File: config.mk
export PLATFORM = sky130hd
export DESIGN_NAME = sirq_host
export DESIGN_NICKNAME = d
export VERILOG_FILES = /design/src/rtl/sirq_pkg.sv /design/src/rtl/sirq_seq.sv /design/src/rtl/sirq_capture.sv /design/src/rtl/sirq_track.sv /design/src/rtl/sirq_host.sv
export SDC_FILE = /design/constraint.sdc
export NUM_CORES = 1
export LEC_CHECK = 0
export ABC_AREA = 1
export BUFFER_PORTS_ARGS = -buffer_cell sky130_fd_sc_hd__buf_2
export CORE_MARGIN = 5
export CORE_UTILIZATION = 45
export DETAILED_ROUTE_END_ITERATION = 7
export PLACE_DENSITY = 0.67
export SETUP_SLACK_MARGIN = 0.1
export SLEW_MARGIN = 10
export SYNTH_ARGS = -nofsm -noshare
export SYNTH_HDL_FRONTEND = slang
export SYNTH_SLANG_ARGS = --single-unit
File: constraint.sdc
create_clock -name clk -period 2.35 [get_ports clk]
set_clock_uncertainty 0.2 [all_clocks]
set_input_delay 0.705 -clock clk [delete_from_list [all_inputs] [get_ports clk]]
set_output_delay 0.705 -clock clk [all_outputs]
set_load 0.03 [all_outputs]
File: src/rtl/sirq_pkg.sv
package sirq_pkg;

    localparam int DEF_IRQ_W      = 16;
    localparam int DEF_FRAMES     = 17;
    localparam int DEF_START_CLKS = 6;
    localparam int DEF_STOP_CLKS  = 2;

    typedef enum logic [2:0] {
        PH_START,
        PH_TURN,
        PH_DATA,
        PH_STOP,
        PH_IDLE
    } phase_e;

    typedef enum logic [1:0] {
        SL_SAMPLE,
        SL_RECOVER,
        SL_TURN
    } slot_e;

    function automatic slot_e next_slot(slot_e s);
        case (s)
            SL_SAMPLE:  return SL_RECOVER;
            SL_RECOVER: return SL_TURN;
            default:    return SL_SAMPLE;
        endcase
    endfunction

    function automatic logic host_drives(phase_e p);
        return (p == PH_START) || (p == PH_STOP);
    endfunction

    function automatic int max2(int a, int b);
        return (a > b) ? a : b;
    endfunction

endpackage

File: src/rtl/sirq_seq.sv
module sirq_seq
    import sirq_pkg::*;
#(
    parameter int FRAMES     = DEF_FRAMES,
    parameter int START_CLKS = DEF_START_CLKS,
    parameter int STOP_CLKS  = DEF_STOP_CLKS,
    localparam int FW        = $clog2(FRAMES),
    localparam int CW        = $clog2(max2(START_CLKS, STOP_CLKS) + 1)
) (
    input  logic          clk,
    input  logic          rst,
    output logic [FW-1:0] frame_idx,
    output logic          sample_stb,
    output logic          commit,
    output logic          drive_oe
);

    phase_e        phase_q;
    slot_e         slot_q;
    logic [CW-1:0] cnt_q;
    logic [FW-1:0] frame_q;

    logic start_last;
    logic stop_last;
    logic frame_last;

    assign start_last = (cnt_q == CW'(START_CLKS - 1));
    assign stop_last  = (cnt_q == CW'(STOP_CLKS - 1));
    assign frame_last = (frame_q == FW'(FRAMES - 1));

    always_ff @(posedge clk) begin
        if (rst) begin
            phase_q <= PH_START;
            slot_q  <= SL_SAMPLE;
            cnt_q   <= '0;
            frame_q <= '0;
        end else begin
            case (phase_q)
                PH_START: begin
                    if (start_last) begin
                        phase_q <= PH_TURN;
                        cnt_q   <= '0;
                    end else begin
                        cnt_q <= cnt_q + 1'b1;
                    end
                end
                PH_TURN: begin
                    phase_q <= PH_DATA;
                    slot_q  <= SL_SAMPLE;
                    frame_q <= '0;
                end
                PH_DATA: begin
                    slot_q <= next_slot(slot_q);
                    if (slot_q == SL_TURN) begin
                        if (frame_last) begin
                            phase_q <= PH_STOP;
                            cnt_q   <= '0;
                        end else begin
                            frame_q <= frame_q + 1'b1;
                        end
                    end
                end
                PH_STOP: begin
                    if (stop_last) begin
                        phase_q <= PH_IDLE;
                        cnt_q   <= '0;
                    end else begin
                        cnt_q <= cnt_q + 1'b1;
                    end
                end
                default: begin
                    phase_q <= PH_START;
                    cnt_q   <= '0;
                end
            endcase
        end
    end

    assign frame_idx  = frame_q;
    assign sample_stb = (phase_q == PH_DATA) && (slot_q == SL_SAMPLE);
    assign commit     = (phase_q == PH_DATA) && (slot_q == SL_TURN) && frame_last;
    assign drive_oe   = host_drives(phase_q);

endmodule

File: src/rtl/sirq_capture.sv
module sirq_capture
    import sirq_pkg::*;
#(
    parameter int IRQ_W  = DEF_IRQ_W,
    parameter int FRAMES = DEF_FRAMES,
    localparam int FW    = $clog2(FRAMES)
) (
    input  logic             clk,
    input  logic             rst,
    input  logic             line_in,
    input  logic             sample_stb,
    input  logic [FW-1:0]    frame_idx,
    input  logic             commit,
    output logic [IRQ_W-1:0] shadow,
    output logic [IRQ_W-1:0] vec
);

    logic [IRQ_W-1:0] shadow_q;
    logic [IRQ_W-1:0] vec_q;

    for (genvar i = 0; i < IRQ_W; i++) begin : g_bit
        always_ff @(posedge clk) begin
            if (rst) begin
                shadow_q[i] <= 1'b0;
            end else if (sample_stb && (frame_idx == FW'(i))) begin
                shadow_q[i] <= ~line_in;
            end
        end
    end

    always_ff @(posedge clk) begin
        if (rst) begin
            vec_q <= '0;
        end else if (commit) begin
            vec_q <= shadow_q;
        end
    end

    assign shadow = shadow_q;
    assign vec    = vec_q;

endmodule

File: src/rtl/sirq_track.sv
module sirq_track
    import sirq_pkg::*;
#(
    parameter int IRQ_W = DEF_IRQ_W
) (
    input  logic             clk,
    input  logic             rst,
    input  logic             commit,
    input  logic [IRQ_W-1:0] levels,
    output logic [IRQ_W-1:0] status,
    output logic [IRQ_W-1:0] edge_pulse,
    output logic             done
);

    logic [IRQ_W-1:0] status_q;
    logic [IRQ_W-1:0] edge_q;
    logic             done_q;

    always_ff @(posedge clk) begin
        if (rst) begin
            status_q <= '0;
            edge_q   <= '0;
            done_q   <= 1'b0;
        end else begin
            done_q <= commit;
            if (commit) begin
                status_q <= levels;
                edge_q   <= levels & ~status_q;
            end else begin
                edge_q <= '0;
            end
        end
    end

    assign status     = status_q;
    assign edge_pulse = edge_q;
    assign done       = done_q;

endmodule

File: src/rtl/sirq_host.sv
module sirq_host
    import sirq_pkg::*;
#(
    parameter int IRQ_W      = DEF_IRQ_W,
    parameter int FRAMES     = DEF_FRAMES,
    parameter int START_CLKS = DEF_START_CLKS,
    parameter int STOP_CLKS  = DEF_STOP_CLKS,
    localparam int FW        = $clog2(FRAMES)
) (
    input  logic             clk,
    input  logic             rst,
    input  logic             sirq_in,
    output logic             sirq_out,
    output logic             sirq_oe,
    output logic [IRQ_W-1:0] irq_vec,
    output logic [IRQ_W-1:0] irq_status,
    output logic [IRQ_W-1:0] irq_edge,
    output logic             cycle_done
);

    logic [FW-1:0]    frame_idx;
    logic             sample_stb;
    logic             commit;
    logic             drive_oe;
    logic [IRQ_W-1:0] shadow;

    sirq_seq #(
        .FRAMES    (FRAMES),
        .START_CLKS(START_CLKS),
        .STOP_CLKS (STOP_CLKS)
    ) u_seq (
        .clk       (clk),
        .rst       (rst),
        .frame_idx (frame_idx),
        .sample_stb(sample_stb),
        .commit    (commit),
        .drive_oe  (drive_oe)
    );

    sirq_capture #(
        .IRQ_W (IRQ_W),
        .FRAMES(FRAMES)
    ) u_cap (
        .clk       (clk),
        .rst       (rst),
        .line_in   (sirq_in),
        .sample_stb(sample_stb),
        .frame_idx (frame_idx),
        .commit    (commit),
        .shadow    (shadow),
        .vec       (irq_vec)
    );

    sirq_track #(
        .IRQ_W(IRQ_W)
    ) u_trk (
        .clk       (clk),
        .rst       (rst),
        .commit    (commit),
        .levels    (shadow),
        .status    (irq_status),
        .edge_pulse(irq_edge),
        .done      (cycle_done)
    );

    assign sirq_oe  = drive_oe;
    assign sirq_out = ~drive_oe;

endmodule

==> flow_summary.yaml, run 1 <==
global_route:
  globalRouteMet2Util: 0.234
  grt_pass1_wl_um: 8500
  grt_most_used_layer: "met2"
  antenna_found_initial: 0
  overflow: 0
  grt_usage: 0.141
  grtUsageMet1: 0.167
  grt_start_max_net_pins: 34
  grt_pass1_vias: 1948
  use_met3: 0.0433
layout:
  final_area_um2: 3100
  antennaDiodeCount: 0
  num-nets-final: 390
  area_growth_syn_to_layout_pct: 14.3
  drive_above_1_share: 0.266
  multi_input_area_um2: 1070
  fin_cells: 462
  seqCellArea_um2: 1240
  n_fill_cell: 586
worst_setup_path:
  worstRegToRegCells: 6
  critPathMaxStageDelay_ps: 390
  critPathCaptureType: "primary output"
  crit_path_max_fanout: 4
  path_class: "reg2out"
  startpoint_type: "flip-flop"
  crit_required_ps: 1440
  r2r_slack_ps: 370
  startpoint: "u_seq.phase_q[2]$_SDFFE_PP0P_"
  cp_cell_sequence: "inv_1, nand3_2, nand2_2, inv_1, clkbuf_4"
  cp_slowest_cell: "dfxtp_2"
  r2r_start: "u_seq.frame_idx[0]$_SDFFE_PP0P_"
  crit_path_end: "sirq_out"
  arrival_ps: 1250
  crit_path_frequent_cell: "inv_1"
  reg2reg_to: "u_cap.vec[4]$_SDFFE_PP0P_"
logic_synthesis:
  ys_warn_count: 0
  synth_top_area_share: 0.457
  synth-simple-area-share: 0.245
  synth-edff-count: 0
  ys_top_cells_by_area: "dfxtp_1, inv_1, nand2_1"
  synth_nets: 352
  netlist_area_um2: 2720
  synth_compound_gate_area_share: 0.115
  synth_ff_type: "dfxtp_1"
  ys_seq_area_frac: 0.457
  yosysMostFrequentCell: "dfxtp_1"
  ys_types: 26
  synthXorXnorAreaFrac: 0.00322
  synthArstFlopShare: 0
  synth_top_family_by_area: "simple AND/OR/NAND/NOR gates"
  synth_adder_area_share: 0.0230
  ys_ff_latch: 62
  synth_area_per_cell_um2: 7.90
  synth_common_cells: "dfxtp_1, inv_1, nand2_1"
  synthMuxAreaShare: 0
  syn_inst: 344
  yosysTopAreaCell: "dfxtp_1"
cts:
  cts_buffers: 9
  insertion_delay_ps: 340
  path_clk_slew_ps: 70
  cts_tree: "yes"
  htreeDepth: 3
  clockRootBuffer: "clkbuf_8"
  clock_path_buffers: 2
  cts.sinks: 62
power_and_ir_drop:
  vdd_ir_drop_max_v: 0.000733
  p_per_area_nw_per_um2: 997
  leakagePower_nw: 1.31
worst_hold_path:
  min_path_type: "reg2reg"
  hold_depth: 2
floorplan:
  die_area_um2: 7690
  start_util: 0.462
  die-width_um: 87.7
  die_y_um: 87.7
  top_level_ports: 54
  core_area_um2: 5890
  std_cell_rows: 28
timing:
  min_period_over_period: 0.918
  setup_ws_ps: 193
  finalHoldViolCount: 0
  fmax_mhz: 464
  worstMarginPinSlew_ps: 479
  rsz0062_at_grt: "no"
  fin_crit_ps: 2160
  setup_viol_count_final: 0
  tns_ps: 0
  relSlewSlack: 0.679
  drv_slew: 0
place:
  io_buffers: 53
  dp_hpwl_um: 3690
  gp_congestion: 0.833
  dpl_worst_slack_ps: 189
  place_area_um2: 2880
  placed_cells: 446
drt:
  via_per_inst: 4.67
  num_vias: 2159
  avgRoutedWirePerCell_um: 11.0
  drc: 0
  drt_iter0_markers: 68
  drt_wl_total_um: 5100
  final_antenna_net_count: 0
  dr.pass1.iters: 4
flow_run:
  maxCapViolCount: 0
status:
  status: "completed"
==> layout by cell type (no fill, tap or decap), drive strengths merged <==
| master | Yosys | routed |
|---|---|---|
| dfxtp | 62 | 62 |
| inv | 56 | 58 |
| nand2 | 55 | 55 |
| buf | 25 | 54 |
| nor2 | 32 | 32 |
| nand3 | 26 | 26 |
| a21oi | 25 | 25 |
| nor3 | 21 | 21 |
| o22ai | 16 | 16 |
| o21ai | 12 | 12 |
| clkbuf | 3 | 11 |
| ha | 5 | 5 |
| nor3b | 2 | 2 |
| clkinvlp | 0 | 2 |
| nand4 | 1 | 1 |
| o21a | 1 | 1 |
| xor2 | 1 | 1 |
| a221oi | 1 | 1 |
| clkinv | 0 | 1 |
| bufinv | 0 | 1 |
==> worst min path at each step <==
stage / slack (ps) / from / to
finish: 250 / u_cap.shadow[10]$_SDFFE_PP0P_ / u_trk.edge_pulse[10]$_SDFF_PP0_
global route: 280 / u_cap.vec[2]$_SDFFE_PP0P_ / u_trk.edge_pulse[2]$_SDFF_PP0_
CTS: 250 / u_cap.shadow[10]$_SDFFE_PP0P_ / u_trk.edge_pulse[10]$_SDFF_PP0_
detailed placement: 250 / u_cap.vec[12]$_SDFFE_PP0P_ / u_trk.edge_pulse[12]$_SDFF_PP0_
global placement: 240 / u_cap.vec[7]$_SDFFE_PP0P_ / u_trk.edge_pulse[7]$_SDFF_PP0_
floorplan: 230 / u_cap.shadow[2]$_SDFFE_PP0P_ / u_trk.edge_pulse[2]$_SDFF_PP0_
==> critical path, delay by kind of cell (launching register included) <==
kind	cells	cell delay, ps
flip-flops	1	390
buffers and inverters	3	330
AND/OR/NAND/NOR	2	180
==> per-stage QoR <==
step | utilization | hold slack, ps | power, mW
floorplan | - | 232 | 1.99
global placement | 0.489 | 244 | 2.12
detailed placement | 0.489 | 248 | 2.14
CTS | 0.524 | 255 | 3.09
global route | 0.527 | 281 | 3.31
finish | 0.527 | 254 | 3.09
==> cell type report <==
class                           instances  area share
Clock buffer                           10      0.0443
Clock inverter                          6      0.0218
Inverter                               56      0.0677
Multi-Input combinational cell        198       0.344
Sequential cell                        62       0.401
Tap cell                               75      0.0302
Timing Repair Buffer                   55      0.0911
==> report_power, final <==
part | internal [mW] | leakage, nW | switching, mW
clock network | 0.523 | 0.0993 | 0.431
registers | 1.14 | 0.502 | 0.0915
logic | 0.274 | 0.705 | 0.636
total | 1.94 | 1.31 | 1.16
==> routing by layer <==
metal  wire length (um)  vias to the layer above
met2               2410                       46
met3                284                        7
li1                   -                     1164
met1               2330                      942
met5                  0                        -
met4                 84                        0
==> logic make-up after synthesis <==
kind of cell	after synthesis
buffers and inverters	84
AND/OR/NAND/NOR	137
AO/OA/AOI/OAI	55
flip-flops	62
adder cells (fa/ha/maj)	5
XOR/XNOR	1
==> sequential cells by signal, indices dropped and copies added, names as in the netlist <==
signal	cells
u_cap.shadow	16
u_cap.vec	16
u_trk.edge_pulse	16
u_seq.frame_idx	5
u_seq.cnt_q	3
u_seq.phase_q	3
u_seq.slot_q	2
u_trk.done	1
==> what timing repair did <==
| item | in CTS | in global routing |
|---|---|---|
| setup buffers | 0 | 0 |
| hold endpoints to repair | 0 | 0 |
| hold buffers | 0 | 0 |
| setup endpoints to repair | 2 | 2 |
| resized for setup | 2 | 7 |
No activity file was read; power rests on OpenSTA's default activity.
==> run 2, diff against run 1 <==
--- a/config.mk
+++ b/config.mk
@@ -10,9 +10,10 @@
 export CORE_MARGIN = 5
 export CORE_UTILIZATION = 45
 export DETAILED_ROUTE_END_ITERATION = 7
-export PLACE_DENSITY = 0.67
+export PLACE_DENSITY = 0.66
 export SETUP_SLACK_MARGIN = 0.1
 export SLEW_MARGIN = 10
 export SYNTH_ARGS = -nofsm -noshare
 export SYNTH_HDL_FRONTEND = slang
+export SYNTH_HIERARCHICAL = 1
 export SYNTH_SLANG_ARGS = --single-unit
==> flow_summary.yaml, run 2 <==
worst_hold_path:
  min_path_type: "reg2reg"
  hold_end: "u_trk/status[12]$_SDFFE_PP0P_"
  hold_depth: 2
  hold_start: "u_trk/status[12]$_SDFFE_PP0P_"
drt:
  drt_wl_total_um: 7280
  avgRoutedWirePerCell_um: 11.4
  drc: 0
  dr.pass1.iters: 6
  num_vias: 3011
  final_antenna_net_count: 0
  via_per_inst: 4.71
  drt_iter0_markers: 150
timing:
  rsz0062_at_grt: "no"
  setup_viol_count_final: 0
  finalHoldViolCount: 0
  timing.hold.ws_ps: 262
  worstMarginPinSlew_ps: 446
  fin_crit_ps: 2170
  tns_ps: 0
  min_period_over_period: 0.923
  drv_slew: 0
  relSlewSlack: 0.703
  fmax_mhz: 461
cts:
  ctsHoldBuffers: 0
  clock_path_buffers: 2
  cts.sinks: 78
  clockRootBuffer: "clkbuf_8"
  insertion_delay_ps: 340
  cts_tree: "yes"
  cts_buffers: 9
  path_clk_slew_ps: 80
  htreeDepth: 3
logic_synthesis:
  synthArstFlopShare: 0
  synth_top_area_share: 0.468
  synth-edff-count: 0
  syn_inst: 478
  ys_warn_count: 6
  ys_ff_latch: 78
  ys_top_cells_by_area: "dfxtp_1, nand2_1, nand3_1"
  synth_common_cells: "nand2_1, dfxtp_1, inv_1"
  yosysTopAreaCell: "dfxtp_1"
  synth_nets: 483
  synth_area_per_cell_um2: 6.97
  ys_types: 21
  netlist_area_um2: 3330
  synth_ff_type: "dfxtp_1"
  ys_seq_area_frac: 0.468
  yosysMostFrequentCell: "nand2_1"
worst_setup_path:
  path_class: "reg2out"
  r2r_slack_ps: 290
  crit_path_max_fanout: 4
  cp_cell_sequence: "inv_1, nand3_1, nand2_2, inv_1, clkbuf_4"
  startpoint_type: "flip-flop"
  reg2reg_to: "u_cap/vec[2]$_SDFFE_PP0P_"
  crit_path_frequent_cell: "inv_1"
  r2r_start: "u_seq/frame_idx[0]$_SDFFE_PP0P_"
  critPathMaxStageDelay_ps: 370
  path_buf_inv: 3
  worstRegToRegCells: 9
  crit_required_ps: 1440
  critPathCaptureType: "primary output"
  crit_family: "flip-flops"
  arrival_ps: 1260
  cp_slowest_cell: "dfxtp_4"
power_and_ir_drop:
  power_frac_comb: 0.235
  power.share.switching: 0.344
  leakagePower_nw: 1.83
  p_switching_mw: 1.12
  seqPwrFrac: 0.449
  p_per_area_nw_per_um2: 832
  clkPwrFrac: 0.316
  vdd_ir_drop_max_v: 0.000649
  p_int_mw: 2.13
floorplan:
  core_area_um2: 7210
  die-width_um: 96.1
  start_util: 0.462
  die_y_um: 96.1
  std_cell_rows: 31
  die_area_um2: 9230
  top_level_ports: 54
layout:
  antennaDiodeCount: 0
  num-nets-final: 540
  finish.utilization: 0.542
  final_area_um2: 3910
  fin_cells: 639
  area_growth_syn_to_layout_pct: 17.4
  final_cell_mix: "nand2_1, dfxtp_1, inv_1"
  drive_above_1_share: 0.191
  layout_commonest_cell: "nand2_1"
global_route:
  grt_pass1_wl_um: 12000
  grt_start_max_net_pins: 33
  grt_usage: 0.166
  grt_pass1_vias: 2727
  overflow: 0
  antenna_found_initial: 0
place:
  place_area_um2: 3680
  gp_congestion: 0.882
  io_buffers: 53
  placed_cells: 622
  dp_hpwl_um: 5300
flow_run:
  maxCapViolCount: 0
status:
  status: "completed"
[run 2: cell types whose count changed after synthesis, sizes merged, moves of 11 or more]
cell   before  now
buf        25   14
dfxtp      62   78
inv        56   76
nand2      55  133
nand3      26   62
nor2       32   62
nor3       21    1
o22ai      16    0
[run 2: worst min-delay path: cells and delay by family, from the launching register on]
kind / cells / cell delay (ps)
simple gates: 2 / 100
flops: 1 / 320
[run 2: logic make-up after synthesis]
| kind of cell | share of synthesized area |
|---|---|
| buf+inv | 0.117 |
| xor+xnor | 0.00263 |
| fa+ha+maj | 0.00751 |
| flops | 0.468 |
| simple gates | 0.340 |
| compound gates | 0.0646 |
[run 2: how the worst max path moves through the flow]
stage                           endpoint                            start  cells past startpoint  slack [ps]
2_1_floorplan                   sirq_out    u_seq/phase_q[2]$_SDFFE_PP0P_                      4         370
3_3_place_gp   u_cap/vec[4]$_SDFFE_PP0P_  u_seq/frame_idx[0]$_SDFFE_PP0P_                      9         400
3_5_place_dp   u_cap/vec[2]$_SDFFE_PP0P_  u_seq/frame_idx[0]$_SDFFE_PP0P_                      9         310
4_1_cts                         sirq_out    u_seq/phase_q[2]$_SDFFE_PP0P_                      5         120
5_1_grt                         sirq_out    u_seq/phase_q[2]$_SDFFE_PP0P_                      5          70
6_report                        sirq_out    u_seq/phase_q[2]$_SDFFE_PP0P_                      5         180
[run 2: final cells by class]
class / count / area [um^2]
Clock buffer: 9 / 124
Clock inverter: 7 / 80.1
Fill cell: 736 / 3300
Inverter: 76 / 285
Multi-Input combinational cell: 308 / 1400
Sequential cell: 78 / 1570
Tap cell: 99 / 124
Timing Repair Buffer: 62 / 335
[run 2: repair_timing]
action                                  in CTS  in global routing
buffers inserted                             0                  1
gates resized for setup                      0                  8
endpoints found under the setup margin       0                  2
[run 2: per-layer routing]
| layer | global-route usage | part of all wire | wire (um) | up-vias |
|---|---|---|---|---|
| li1 | - | - | - | 1582 |
| met1 | 0.199 | 0.46 | 3340 | 1355 |
| met2 | 0.285 | 0.47 | 3410 | 62 |
| met3 | 0.0453 | 0.058 | 419 | 12 |
| met4 | 0.0569 | 0.015 | 112 | 0 |
| met5 | 0 | 0 | 0 | - |
[run 2: through the flow]
stage | power [mW] | setup slack, ps
after floorplan | 2.06 | 373
after global placement | 2.20 | 402
after detailed placement | 2.22 | 307
after CTS | 3.25 | 121
after global routing | 3.46 | 72.7
final | 3.25 | 181
[run 2: power by group through the flow]
stage | Sequential (mW) | Clock (mW) | Combinational [mW]
finish | 1.46 | 1.03 | 0.764
floorplan | 1.47 | 0 | 0.581
detailed placement | 1.49 | 0 | 0.733
global route | 1.48 | 1.12 | 0.869
global placement | 1.48 | 0 | 0.721
CTS | 1.46 | 1.05 | 0.736
